[src/rtl/sdram_burst_seq.sv]
module sdram_burst_seq #(
  parameter int COL_W  = 10,
  parameter int MODE_W = 12
) (
  input  logic              clk,
  input  logic              rst,
  input  logic              mode_wr,
  input  logic [MODE_W-1:0] mode_word,
  input  logic              start,
  input  logic              is_write,
  input  logic [COL_W-1:0]  start_col,
  input  logic              term,
  output logic [COL_W-1:0]  col,
  output logic              col_valid,
  output logic              col_last,
  output logic [2:0]        cas_lat
);

  localparam int LOW_W = 3;

  logic [2:0]       m_len;
  logic             m_il;
  logic             m_wsingle;

  logic [1:0]       b_k;
  logic             b_full;
  logic             b_il;
  logic [LOW_W-1:0] b_start;
  logic [LOW_W-1:0] beat;

  logic [1:0]       s_k;
  logic             s_full;

  always_comb begin
    s_k    = 2'd0;
    s_full = 1'b0;
    if (!(is_write && m_wsingle)) begin
      case (m_len)
        3'b001:  s_k = 2'd1;
        3'b010:  s_k = 2'd2;
        3'b011:  s_k = 2'd3;
        3'b111:  s_full = 1'b1;
        default: s_k = 2'd0;
      endcase
    end
  end

  logic [3:0]       mask4;
  logic [LOW_W-1:0] b_mask;
  logic [LOW_W-1:0] nxt_beat;
  logic [LOW_W-1:0] nxt_low;
  logic [COL_W-1:0] nxt_fixed;

  assign mask4     = (4'd1 << b_k) - 4'd1;
  assign b_mask    = mask4[LOW_W-1:0];
  assign nxt_beat  = beat + 1'b1;
  assign nxt_low   = b_il ? (b_start ^ nxt_beat) : (b_start + nxt_beat);
  assign nxt_fixed = {col[COL_W-1:LOW_W], (col[LOW_W-1:0] & ~b_mask) | (nxt_low & b_mask)};
  assign col_last  = col_valid && !b_full && (beat == b_mask);

  always_ff @(posedge clk) begin
    if (rst) begin
      m_len     <= 3'b000;
      m_il      <= 1'b0;
      m_wsingle <= 1'b0;
      cas_lat   <= 3'b010;
      col_valid <= 1'b0;
      col       <= '0;
      beat      <= '0;
      b_k       <= 2'd0;
      b_full    <= 1'b0;
      b_il      <= 1'b0;
      b_start   <= '0;
    end else begin
      if (mode_wr) begin
        m_len     <= mode_word[2:0];
        m_il      <= mode_word[3];
        cas_lat   <= mode_word[6:4];
        m_wsingle <= mode_word[9];
      end
      if (start) begin
        col       <= start_col;
        col_valid <= 1'b1;
        beat      <= '0;
        b_k       <= s_k;
        b_full    <= s_full;
        b_il      <= m_il;
        b_start   <= start_col[LOW_W-1:0];
      end else if (col_valid) begin
        if (term || col_last) begin
          col_valid <= 1'b0;
        end else begin
          beat <= nxt_beat;
          col  <= b_full ? col + 1'b1 : nxt_fixed;
        end
      end
    end
  end

  p_reset_state_r1: assert property (@(posedge clk)
    rst |=> (!col_valid && cas_lat == 3'b010));

  p_first_beat_r6: assert property (@(posedge clk) disable iff (rst)
    start |=> (col_valid && col == $past(start_col)));

  p_last_qualified_r7: assert property (@(posedge clk) disable iff (rst)
    col_last |-> col_valid);

  p_end_after_last_r7: assert property (@(posedge clk) disable iff (rst)
    (col_last && !start) |=> !col_valid);

  p_block_hold_r5: assert property (@(posedge clk) disable iff (rst)
    (col_valid && !b_full && !col_last && !start && !term)
      |=> (col_valid && col[COL_W-1:LOW_W] == $past(col[COL_W-1:LOW_W])));

  p_page_step_r8: assert property (@(posedge clk) disable iff (rst)
    (col_valid && b_full && !start && !term)
      |=> (col_valid && !col_last && col == $past(col) + 1'b1));

  p_term_stop_r8: assert property (@(posedge clk) disable iff (rst)
    (col_valid && term && !start) |=> !col_valid);

  p_single_write_r9: assert property (@(posedge clk) disable iff (rst)
    (start && is_write && m_wsingle) |=> col_last);

  p_cas_load_r10: assert property (@(posedge clk) disable iff (rst)
    mode_wr |=> (cas_lat == $past(mode_word[6:4])));

endmodule

[config.mk]
export PLATFORM = sky130hd
export DESIGN_NAME = sdram_burst_seq
export DESIGN_NICKNAME = d
export VERILOG_FILES = /design/src/rtl/sdram_burst_seq.sv
export SDC_FILE = /design/constraint.sdc
export NUM_CORES = 1
export LEC_CHECK = 0
export ABC_CLOCK_PERIOD_IN_PS = 5420
export BUFFER_PORTS_ARGS = -buffer_cell sky130_fd_sc_hd__buf_2
export CAP_MARGIN = 20
export CORE_MARGIN = 1.5
export CORE_UTILIZATION = 50
export CTS_CLUSTER_SIZE = 8
export DETAILED_ROUTE_END_ITERATION = 8
export PLACE_DENSITY = 0.77
export SETUP_SLACK_MARGIN = 0.2
export SYNTH_ARGS = -nofsm -noshare
export SYNTH_HDL_FRONTEND = slang
export SYNTH_SLANG_ARGS = --single-unit
[constraint.sdc]
create_clock -name clk -period 5.42 [get_ports clk]
set_input_delay 1.084 -clock clk [delete_from_list [all_inputs] [get_ports clk]]
set_output_delay 1.084 -clock clk [all_outputs]
set_load 0.02 [all_outputs]
==> results of run 1 <==
metal layers:
layer / global-route usage (%) / wire length (um)
met1: 26.42 / 1499
met2: 37.34 / 1643
met3: 6.473 / 211
met4: 7.309 / 17
met5: 0 / 0
worst max-delay path, stage by stage (launching register included):
cell      delay [ns]
dfxtp_1         0.45
and2b_1         0.29
nand4_1         0.21
a21boi_0        0.26
buf_2           0.20
cell usage after synthesis:
cell type and n:
a211oi_1 4, buf_6 1, nand4_1 4, nor3_1 1, o2111a_1 1, buf_2 1, nand4b_1 2, a22oi_2 1
o2111ai_1 1, dfxtp_1 29, and4b_1 1, ha_1 4, a31o_1 1, o21ai_0 5, xnor3_1 1, clkbuf_1 7
a32oi_1 2, fa_1 1, mux2i_1 11, nand2b_1 3, a211o_1 1, xor2_1 7, nor2b_1 2, buf_4 2
or3_1 1, and3_1 4, nand3_1 2, nand3_2 1, a21boi_0 1, a21oi_1 9, o221ai_2 1, inv_1 6
and2b_1 2, nor2_1 20, xnor2_1 4, o21a_1 1, nand2_1 19, nor4_1 1, a311oi_1 1, nor4b_4 1
a31oi_1 1, and2_1 2
through the flow:
| step | setup WS (ns) | util, % | std cells | cell area, sq um |
|---|---|---|---|---|
| 2_1_floorplan | 2.967 | - | 170 | 1516 |
| 3_3_place_gp | 3.059 | 60.17 | 228 | 1688 |
| 3_5_place_dp | 2.995 | 60.17 | 228 | 1688 |
| 4_1_cts | 2.623 | 62.67 | 236 | 1758 |
| 5_1_grt | 2.495 | 62.67 | 236 | 1758 |
| 6_report | 2.603 | 62.67 | 236 | 1758 |
kinds of logic after synthesis:
family | synth area share (%)
flip-flops | 38.28
adder cells (fa/ha/maj) | 4.621
AND/OR/NAND/NOR | 22.69
AO/OA/AOI/OAI | 14.03
XOR/XNOR | 7.838
multiplexers | 7.261
buffers and inverters | 5.280
power breakdown:
group | leakage (nW) | internal [W] | total, W | switching [W]
clock | 0.0413 | 0.0000751 | 0.000151 | 0.0000761
sequential | 0.238 | 0.000223 | 0.000233 | 0.00000947
combinational | 0.512 | 0.0000258 | 0.0000600 | 0.0000341
worst paths after layout:
check	from	cells after the start	slack (ns)	endpoint
setup reg to reg	beat[1]	8	3.13	flip-flop
setup / recovery	b_full	4	2.60	col_last
hold / removal	b_start[0]	2	0.47	b_start[0]
hold reg to reg	b_start[0]	2	0.47	b_start[0]
final cells by class:
cell class	count	area (sq um)	area share, %
repair buffers	38	190.2	10.82
inverters	6	22.52	1.281
clock inverters	1	5.005	0.2847
well taps	31	38.79	2.206
clock buffers	7	65.06	3.701
flip-flops and latches	29	580.6	33.02
multi-input cells	124	855.8	48.68
==> impl_metrics.csv, run 1 <==
group,metric,value,unit
drt,drt_first_pass_iters,7,
power,p_leak,0.7920,nW
drt,via_per_inst,5.678,
cells_and_area,final_cell_mix,"buf_2, dfxtp_1, nor2_1",
flow_run,drv_cap,0,
critical_path,cp-start-kind,"flip-flop",
global_routing,gr-total-overflow,0,
logic_synthesis,seq_area_frac_synth,38.28,%
logic_synthesis,yosys.area.top_type,"dfxtp_1",
sta,worstMarginPinSlew,0.6796,ns
clocking,cts_tree,"done",
place,hpwl,2435,um
sta,drv_slew,0,
floorplanning,dieArea,0.003372,sq mm
place,gp_congestion,0.8225,
clocking,clock_latency,0.32,ns
critical_path,worstSetupEndpointType,"primary output",
sta,min_period_over_period,51.98,%
logic_synthesis,synth_top_area_share,38.28,%
floorplanning,start_util,54.06,%
floorplanning,chipHeight,58.07,um
power,p_per_area,252.7,mW/mm^2
logic_synthesis,ys_ff_latch,29,
clocking,cts.sinks,29,
place,io_buffers,38,
status,outcome,"finished clean",
critical_path,critPathKind,"reg -> out",
sta,setup_tns,0,ns
sta,period_minus_slack,2.817,ns
floorplanning,fp-row-count,19,
sta,finalHoldViolCount,0,
critical_path,crit_fanout,14,
cells_and_area,area_growth_syn_to_layout,15.92,%
logic_synthesis,synth.cell_area,0.001516,sq mm
clocking,clk_path_buf_depth,2,
sta,clock_skew,0.007490,ns
drt,vias,1340,
clocking,cts_root_buffer,"clkbuf_4",
global_routing,antenna_found_initial,0,
floorplanning,die_w,58.07,um
cells_and_area,layout_commonest_cell,"buf_2",
power,power,0.0004442,W
hold_path,hp-class,"reg -> reg",
logic_synthesis,syn_inst,170,
sta,max_freq,354.9,MHz
logic_synthesis,synthTopCellsByArea,"dfxtp_1, mux2i_1, nor2_1",
clocking,post_cts_buffers,0,
critical_path,critical_path_arrival,1.73,ns
logic_synthesis,syn_nets,203,
drt,drt_iter0_markers,59,
cells_and_area,insertedDiodeCount,0,
cells_and_area,n_fill_cell,258,
cells_and_area,drive_gt1_share,24.39,%
global_routing,grt_max_degree,26,
floorplanning,fp.coreArea,0.002805,sq mm
drt,wl,3371,um
logic_synthesis,ys_types,42,
sta,whs,0.4680,ns
cells_and_area,nets,237,
critical_path,crit_required,4.34,ns
clocking,cts-hold-fix-buffers,0,
global_routing,grt_pass1_vias,1280,
sta,rsz0062_at_grt,"false",
logic_synthesis,yosysWarningCount,0,
sta,finalSetupViolCount,0,
drt,ant_nets,0,
clocking,htreeDepth,2,
drt,wl_per_cell,14.28,um
floorplanning,io_pins,43,
sta,relSlewSlack,54.64,%
global_routing,grt_pass1_wl,5706,um
global_routing,grt_use_total,21.94,%
logic_synthesis,avgSynthCellArea,8.920,sq um
power,peakVddDrop,0.1729,mV
clocking,clkTransAtPathRegs,0.09,ns
clocking,numCtsBuffers,5,
clocking,cts-resized-gates,0,
drt,drc_errors,0,
Power figures use the tool's default switching activity.
==> run 2: changes to the inputs <==
- ABC_AREA: unset -> 1
- ABC_CLOCK_PERIOD_IN_PS: 5420 -> 2300
- CORE_UTILIZATION: 50 -> 46
- PLACE_DENSITY: 0.77 -> 0.75
- clock period: 5.42 -> 2.3 ns (I/O delays scaled with it)
==> run 2 against run 1 <==
Via count rose by 15%. Global-route usage fell by 0.71 points. Register-to-register slack got worse by 2.7 ns. Cell area rose by 4.4%. Cell count rose by 32%. Sequential power rose by 140%. Die area rose by 7.8%.
==> impl_metrics.csv, run 2 <==
group,metric,value,unit
status,outcome,"finished clean",
place,hpwl,2596,um
logic_synthesis,yosysWarningCount,0,
drt,drc_errors,0,
power,pwr-share-comb,16.2,%
global_routing,grt_max_degree,20,
floorplanning,die_w,60.30,um
hold_path,hp-class,"in -> reg",
cells_and_area,drive_gt1_share,19.85,%
cells_and_area,nets,299,
hold_path,holdPathEnd,"cas_lat[1]",
floorplanning,fp-row-count,20,
drt,drt_first_pass_iters,5,
power,switchingPower,0.0003283,W
cells_and_area,area_growth_syn_to_layout,21.54,%
global_routing,grt_pass1_wl,5830,um
sta,worstMarginPinSlew,0.3327,ns
sta,finalSetupViolCount,0,
power,seqPwrFrac,47.0,%
critical_path,critPathKind,"reg -> reg",
critical_path,crit_required,2.53,ns
logic_synthesis,ys_types,26,
cells_and_area,final_cell_mix,"nand2_1, buf_2, nor2_1",
clocking,clock_latency,0.33,ns
logic_synthesis,yosys.area.top_type,"dfxtp_1",
clocking,htreeDepth,2,
flow_run,drv_cap,0,
logic_synthesis,synth_enable_flop_cells,0,
clocking,cts.sinks,29,
floorplanning,io_pins,43,
floorplanning,chipHeight,60.30,um
power,peakVddDrop,0.4313,mV
logic_synthesis,syn_inst,222,
logic_synthesis,async_flop_share,0,%
critical_path,r2r_slack,0.41,ns
logic_synthesis,synth_most_common_cell,"nand2_1",
drt,wl_per_cell,11.03,um
logic_synthesis,avgSynthCellArea,6.803,sq um
clocking,numCtsBuffers,5,
clocking,clk_path_buf_depth,2,
power,intPower,0.0008670,W
critical_path,critical_path_arrival,2.12,ns
floorplanning,start_util,49.07,%
power,swShare,27.47,%
clocking,clkTransAtPathRegs,0.10,ns
logic_synthesis,seq_area_frac_synth,38.44,%
critical_path,worstSetupEndpointType,"flip-flop",
logic_synthesis,synth_top_area_share,38.44,%
sta,max_freq,529.1,MHz
logic_synthesis,synth_ff_type,"dfxtp_1",
clocking,cts_root_buffer,"clkbuf_4",
critical_path,reg2regPathDepth,11,
power,p_leak,0.8709,nW
global_routing,antenna_found_initial,0,
logic_synthesis,syn_nets,255,
sta,setup_tns,0,ns
sta,period_minus_slack,1.890,ns
place,preCtsSetupSlack,0.3548,ns
critical_path,cp-start-kind,"flip-flop",
hold_path,min_path_cells,3,
drt,via_per_inst,4.965,
drt,vias,1544,
critical_path,crit_fanout,3,
cells_and_area,layout_commonest_cell,"nand2_1",
logic_synthesis,synthTopCellsByArea,"dfxtp_1, nand2_1, nor2_1",
clocking,cts_tree,"done",
clocking,cts-hold-fix-buffers,0,
cells_and_area,insertedDiodeCount,0,
sta,drv_slew,0,
drt,ant_nets,0,
floorplanning,fp.coreArea,0.003078,sq mm
global_routing,gr-total-overflow,0,
sta,finalHoldViolCount,0,
floorplanning,dieArea,0.003635,sq mm
sta,clock_skew,0.008290,ns
logic_synthesis,synth_top_cells_by_count,"nand2_1, nor2_1, dfxtp_1, inv_1",
sta,relSlewSlack,77.74,%
sta,min_period_over_period,82.17,%
hold_path,min_from,"mode_word[5]",
drt,wl,3431,um
critical_path,reg2reg_from,"beat[0]",
sta,setup_ws,0.4102,ns
place,gp_congestion,0.7996,
power,p_per_area,651.2,mW/mm^2
drt,drt_iter0_markers,68,
place,io_buffers,38,
sta,rsz0062_at_grt,"false",
global_routing,grt_use_total,21.23,%
global_routing,grt_pass1_vias,1378,
logic_synthesis,synth.cell_area,0.001510,sq mm
logic_synthesis,ys_ff_latch,29,
power,clkPwrFrac,36.8,%
-- run 2: cell types whose count changed after synthesis, moves of 9 or more --
cell | before | now
nand2_1 | 19 | 48
a21oi_1 | 9 | 21
o21ai_0 | 5 | 21
nand3_1 | 2 | 11
mux2i_1 | 11 | 0
nor2_1 | 20 | 33
inv_1 | 6 | 26
-- run 2: kinds of logic (layout without fill, tap and decap cells) --
group	after synthesis	after routing	share of synthesized area (%)
fa+ha+maj	5	5	4.640
compound gates	55	55	19.64
simple gates	99	99	27.59
buf+inv	32	77	8.533
flops	29	29	38.44
xor+xnor	2	2	1.160
-- run 2: critical path: stages, from the launching register on --
cell and delay [ns]:
dfxtp_1 0.35, ha_1 0.34, inv_1 0.07, fa_1 0.41
o21ai_1 0.18, nand2_1 0.07, nand2_1 0.06, nand2_1 0.06
nand2_1 0.06, a21oi_1 0.05, nor2_1 0.11, nor2_1 0.05
-- run 2: layout make-up --
| cell class | count | area (sq um) |
|---|---|---|
| Inverter | 29 | 108.9 |
| Clock inverter | 1 | 30.03 |
| Fill cell | 313 | 1242 |
| Multi-Input combinational cell | 161 | 800.8 |
| Clock buffer | 7 | 55.05 |
| Sequential cell | 29 | 580.6 |
| Tap cell | 44 | 55.05 |
| Timing Repair Buffer | 40 | 205.2 |
-- run 2: metrics by stage --
step,instances,power (W),util (%),area [sq um],hold WS [ns]
2_1_floorplan,222,0.0006969,-,1510,0.4378
3_3_place_gp,303,0.0007637,56.87,1750,0.4446
3_5_place_dp,303,0.0007664,56.87,1750,0.4500
4_1_cts,311,0.001206,59.63,1836,0.3180
5_1_grt,311,0.001257,59.63,1836,0.3250
6_report,311,0.001195,59.63,1836,0.3326
-- run 2: repair_timing --
action                                  4_1_cts  5_1_grt
gates resized for setup                       0        1
endpoints found under the setup margin        0        1
buffers inserted                              0        0
-- run 2: power by group through the flow --
stage | Clock [W] | Sequential [W] | Combinational (W)
3_5_place_dp | 0 | 0.000572 | 0.000194
3_3_place_gp | 0 | 0.000572 | 0.000192
5_1_grt | 0.000470 | 0.000567 | 0.000220
6_report | 0.000440 | 0.000561 | 0.000194
2_1_floorplan | 0 | 0.000589 | 0.000108
4_1_cts | 0.000449 | 0.000561 | 0.000195
-- run 2: worst max path at each step --
stage           endpoint    start  cells after the start
6_report       flip-flop  beat[0]                     11
3_5_place_dp   flip-flop  beat[0]                     11
4_1_cts        flip-flop  beat[0]                     11
5_1_grt        flip-flop  beat[0]                     11
3_3_place_gp   flip-flop  beat[0]                     11
2_1_floorplan  flip-flop  beat[0]                     11
-- run 2: layer usage --
layer  routed length (um)  part of all wire [%]  track usage, %
met5                    0                     0               0
met1                 1695                    49           29.16
met4                   13                  0.38           4.762
met2                 1513                    44           32.14
met3                  208                   6.1           7.143
==> run 3: changes to the inputs <==
- ABC_CLOCK_PERIOD_IN_PS: 2300 -> 1600
- clock period: 2.3 -> 1.6 ns (I/O delays scaled with it)
==> run 3 against run 2 <==
The run now ends with setup timing left. Critical path type unchanged. Sequential power rose by 44%. Critical path depth did not move. Combinational power rose by 62%. Setup slack got worse by 0.55 ns. First-iteration DRC count rose by 19%. Flip-flop and latch count did not move. Cell count rose by 2.3%. Die area did not move. Highest routed layer unchanged. Power rose by 48%. Via count rose by 6.7%. Clock skew fell by 0.0039 ns. Sequential share of layout area fell by 1.6 points.
==> impl_metrics.csv, run 3 (same netlist as run 2, synthesis figures left out) <==
group,metric,value,unit
clocking,cts-hold-fix-buffers,0,
power,peakVddDrop,0.6870,mV
global_routing,grt_pass1_vias,1416,
cells_and_area,seq_area,593.1,sq um
power,p_leak,0.9083,nW
critical_path,crit_fanout,3,
sta,max_freq,576.2,MHz
drt,wl_per_cell,11.93,um
drt,drt_iter0_markers,81,
power,p_per_area,896.1,mW/mm^2
global_routing,grt_use_total,22.60,%
sta,min_period_over_period,108.5,%
sta,setup_ws,-0.1356,ns
cells_and_area,utilization,64.19,%
cells_and_area,layout_commonest_cell,"nand2_1",
global_routing,gr-total-overflow,0,
critical_path,slowest_stage,"dfxtp_4",
clocking,clock_latency,0.33,ns
place,gp_congestion,0.8588,
status,outcome,"finished with violations",
clocking,cts_root_buffer,"clkbuf_4",
clocking,numCtsBuffers,5,
place,hpwl,2667,um
sta,whs,0.1890,ns
clocking,cts.sinks,29,
cells_and_area,n_fill_cell,300,
floorplanning,fp-row-count,20,
sta,finalHoldViolCount,0,
critical_path,crit_top_cell,"nand2_1",
sta,drv_slew,0,
critical_path,cpPeakStageDelay,0.37,ns
critical_path,crit_chain,"ha_4, inv_2, fa_2, o21ai_2, nand2_1, nand2_1, nand2_1, nand2_1, a21oi_2, nor2_1, nor2_1",
drt,drt_first_pass_iters,4,
clocking,clkTransAtPathRegs,0.10,ns
flow_run,drv_cap,0,
cells_and_area,insertedDiodeCount,0,
drt,via_per_inst,5.179,
critical_path,crit_required,1.83,ns
clocking,cts_tree,"done",
floorplanning,die_w,60.30,um
sta,rsz0062_at_grt,"true",
cells_and_area,multi_input_area,855.8,sq um
critical_path,cp-start-kind,"flip-flop",
clocking,htreeDepth,2,
floorplanning,io_pins,43,
drt,vias,1647,
cells_and_area,nets,306,
drt,drc_errors,0,
floorplanning,dieArea,0.003635,sq mm
sta,relSlewSlack,72.58,%
cells_and_area,final_cell_mix,"nand2_1, buf_2, nor2_1",
critical_path,critPathKind,"reg -> reg",
drt,ant_nets,0,
clocking,clk_path_buf_depth,2,
global_routing,grt_max_degree,20,
critical_path,crit_family,"adder cells",
floorplanning,start_util,49.07,%
floorplanning,fp.coreArea,0.003078,sq mm
status,violations,"setup timing",
sta,worstMarginPinSlew,0.4097,ns
drt,wl,3793,um
floorplanning,chipHeight,60.30,um
sta,finalSetupViolCount,3,
place,io_buffers,38,
sta,period_minus_slack,1.736,ns
critical_path,critPathBufInv,1,
hold_path,hp-class,"in -> reg",
global_routing,grt_pass1_wl,6106,um
sta,clock_skew,0.004346,ns
cells_and_area,drive_gt1_share,31.39,%
cells_and_area,area_growth_syn_to_layout,30.82,%
place,dpl_cell_area,0.001810,sq mm
cells_and_area,final_area,0.001976,sq mm
global_routing,antenna_found_initial,0,
critical_path,critical_path_arrival,1.97,ns
critical_path,worstSetupEndpointType,"flip-flop",
-- run 3: metal layers --
metal | part of all wire [%] | global-route usage [%] | vias up
li1 | - | - | 833
met1 | 45 | 31.26 | 747
met2 | 46 | 32.92 | 61
met3 | 6.6 | 5.844 | 6
met4 | 1.7 | 9.841 | 0
met5 | 0 | 0 | -
-- run 3: repair_timing --
action / in CTS / in global routing
setup endpoints to repair: 5 / 9
pin swaps: 3 / 5
setup buffers: 0 / 2
resized for setup: 5 / 21
-- run 3: tightest hold or removal path, stage by stage --
cell     delay (ns)
buf_2          0.08
nand2_1        0.04
nand3_1        0.06
-- run 3: where the power goes --
part           internal [W]  switching, W  total, W  leakage [nW]
clock              0.000371      0.000276  0.000647        0.0445
sequential         0.000766     0.0000428  0.000809         0.243
combinational      0.000126      0.000188  0.000314         0.621
total               0.00126      0.000507   0.00177         0.908
-- run 3: area by class of cell --
type | instances | area share [%]
Clock buffer | 6 | 2.597
Multi-Input combinational cell | 161 | 43.32
Sequential cell | 29 | 30.02
Inverter | 29 | 5.637
Timing Repair Buffer | 47 | 13.74
Tap cell | 44 | 2.787
Clock inverter | 2 | 1.900
-- run 3: worst paths after layout --
kind / start / to / slack, ns / depth (start not counted)
min reg2reg: cas_lat[1] / cas_lat[1] / 0.47 / 2
max reg2reg: beat[0] / flip-flop / -0.14 / 11
min: mode_word[5] / cas_lat[1] / 0.19 / 3
max: beat[0] / flip-flop / -0.14 / 11
-- run 3: through the flow --
stage                     cells  total power, W  TNS [ns]  setup WS, ns
final                       318        0.001770   -0.2874       -0.1356
after global routing        318        0.001865   -0.5415       -0.2482
after CTS                   316        0.001765   -0.2735       -0.1128
after detailed placement    308        0.001115   -0.1660      -0.09504
after global placement      308        0.001111   -0.1457      -0.07847
after floorplan             222        0.001007         0      0.009271
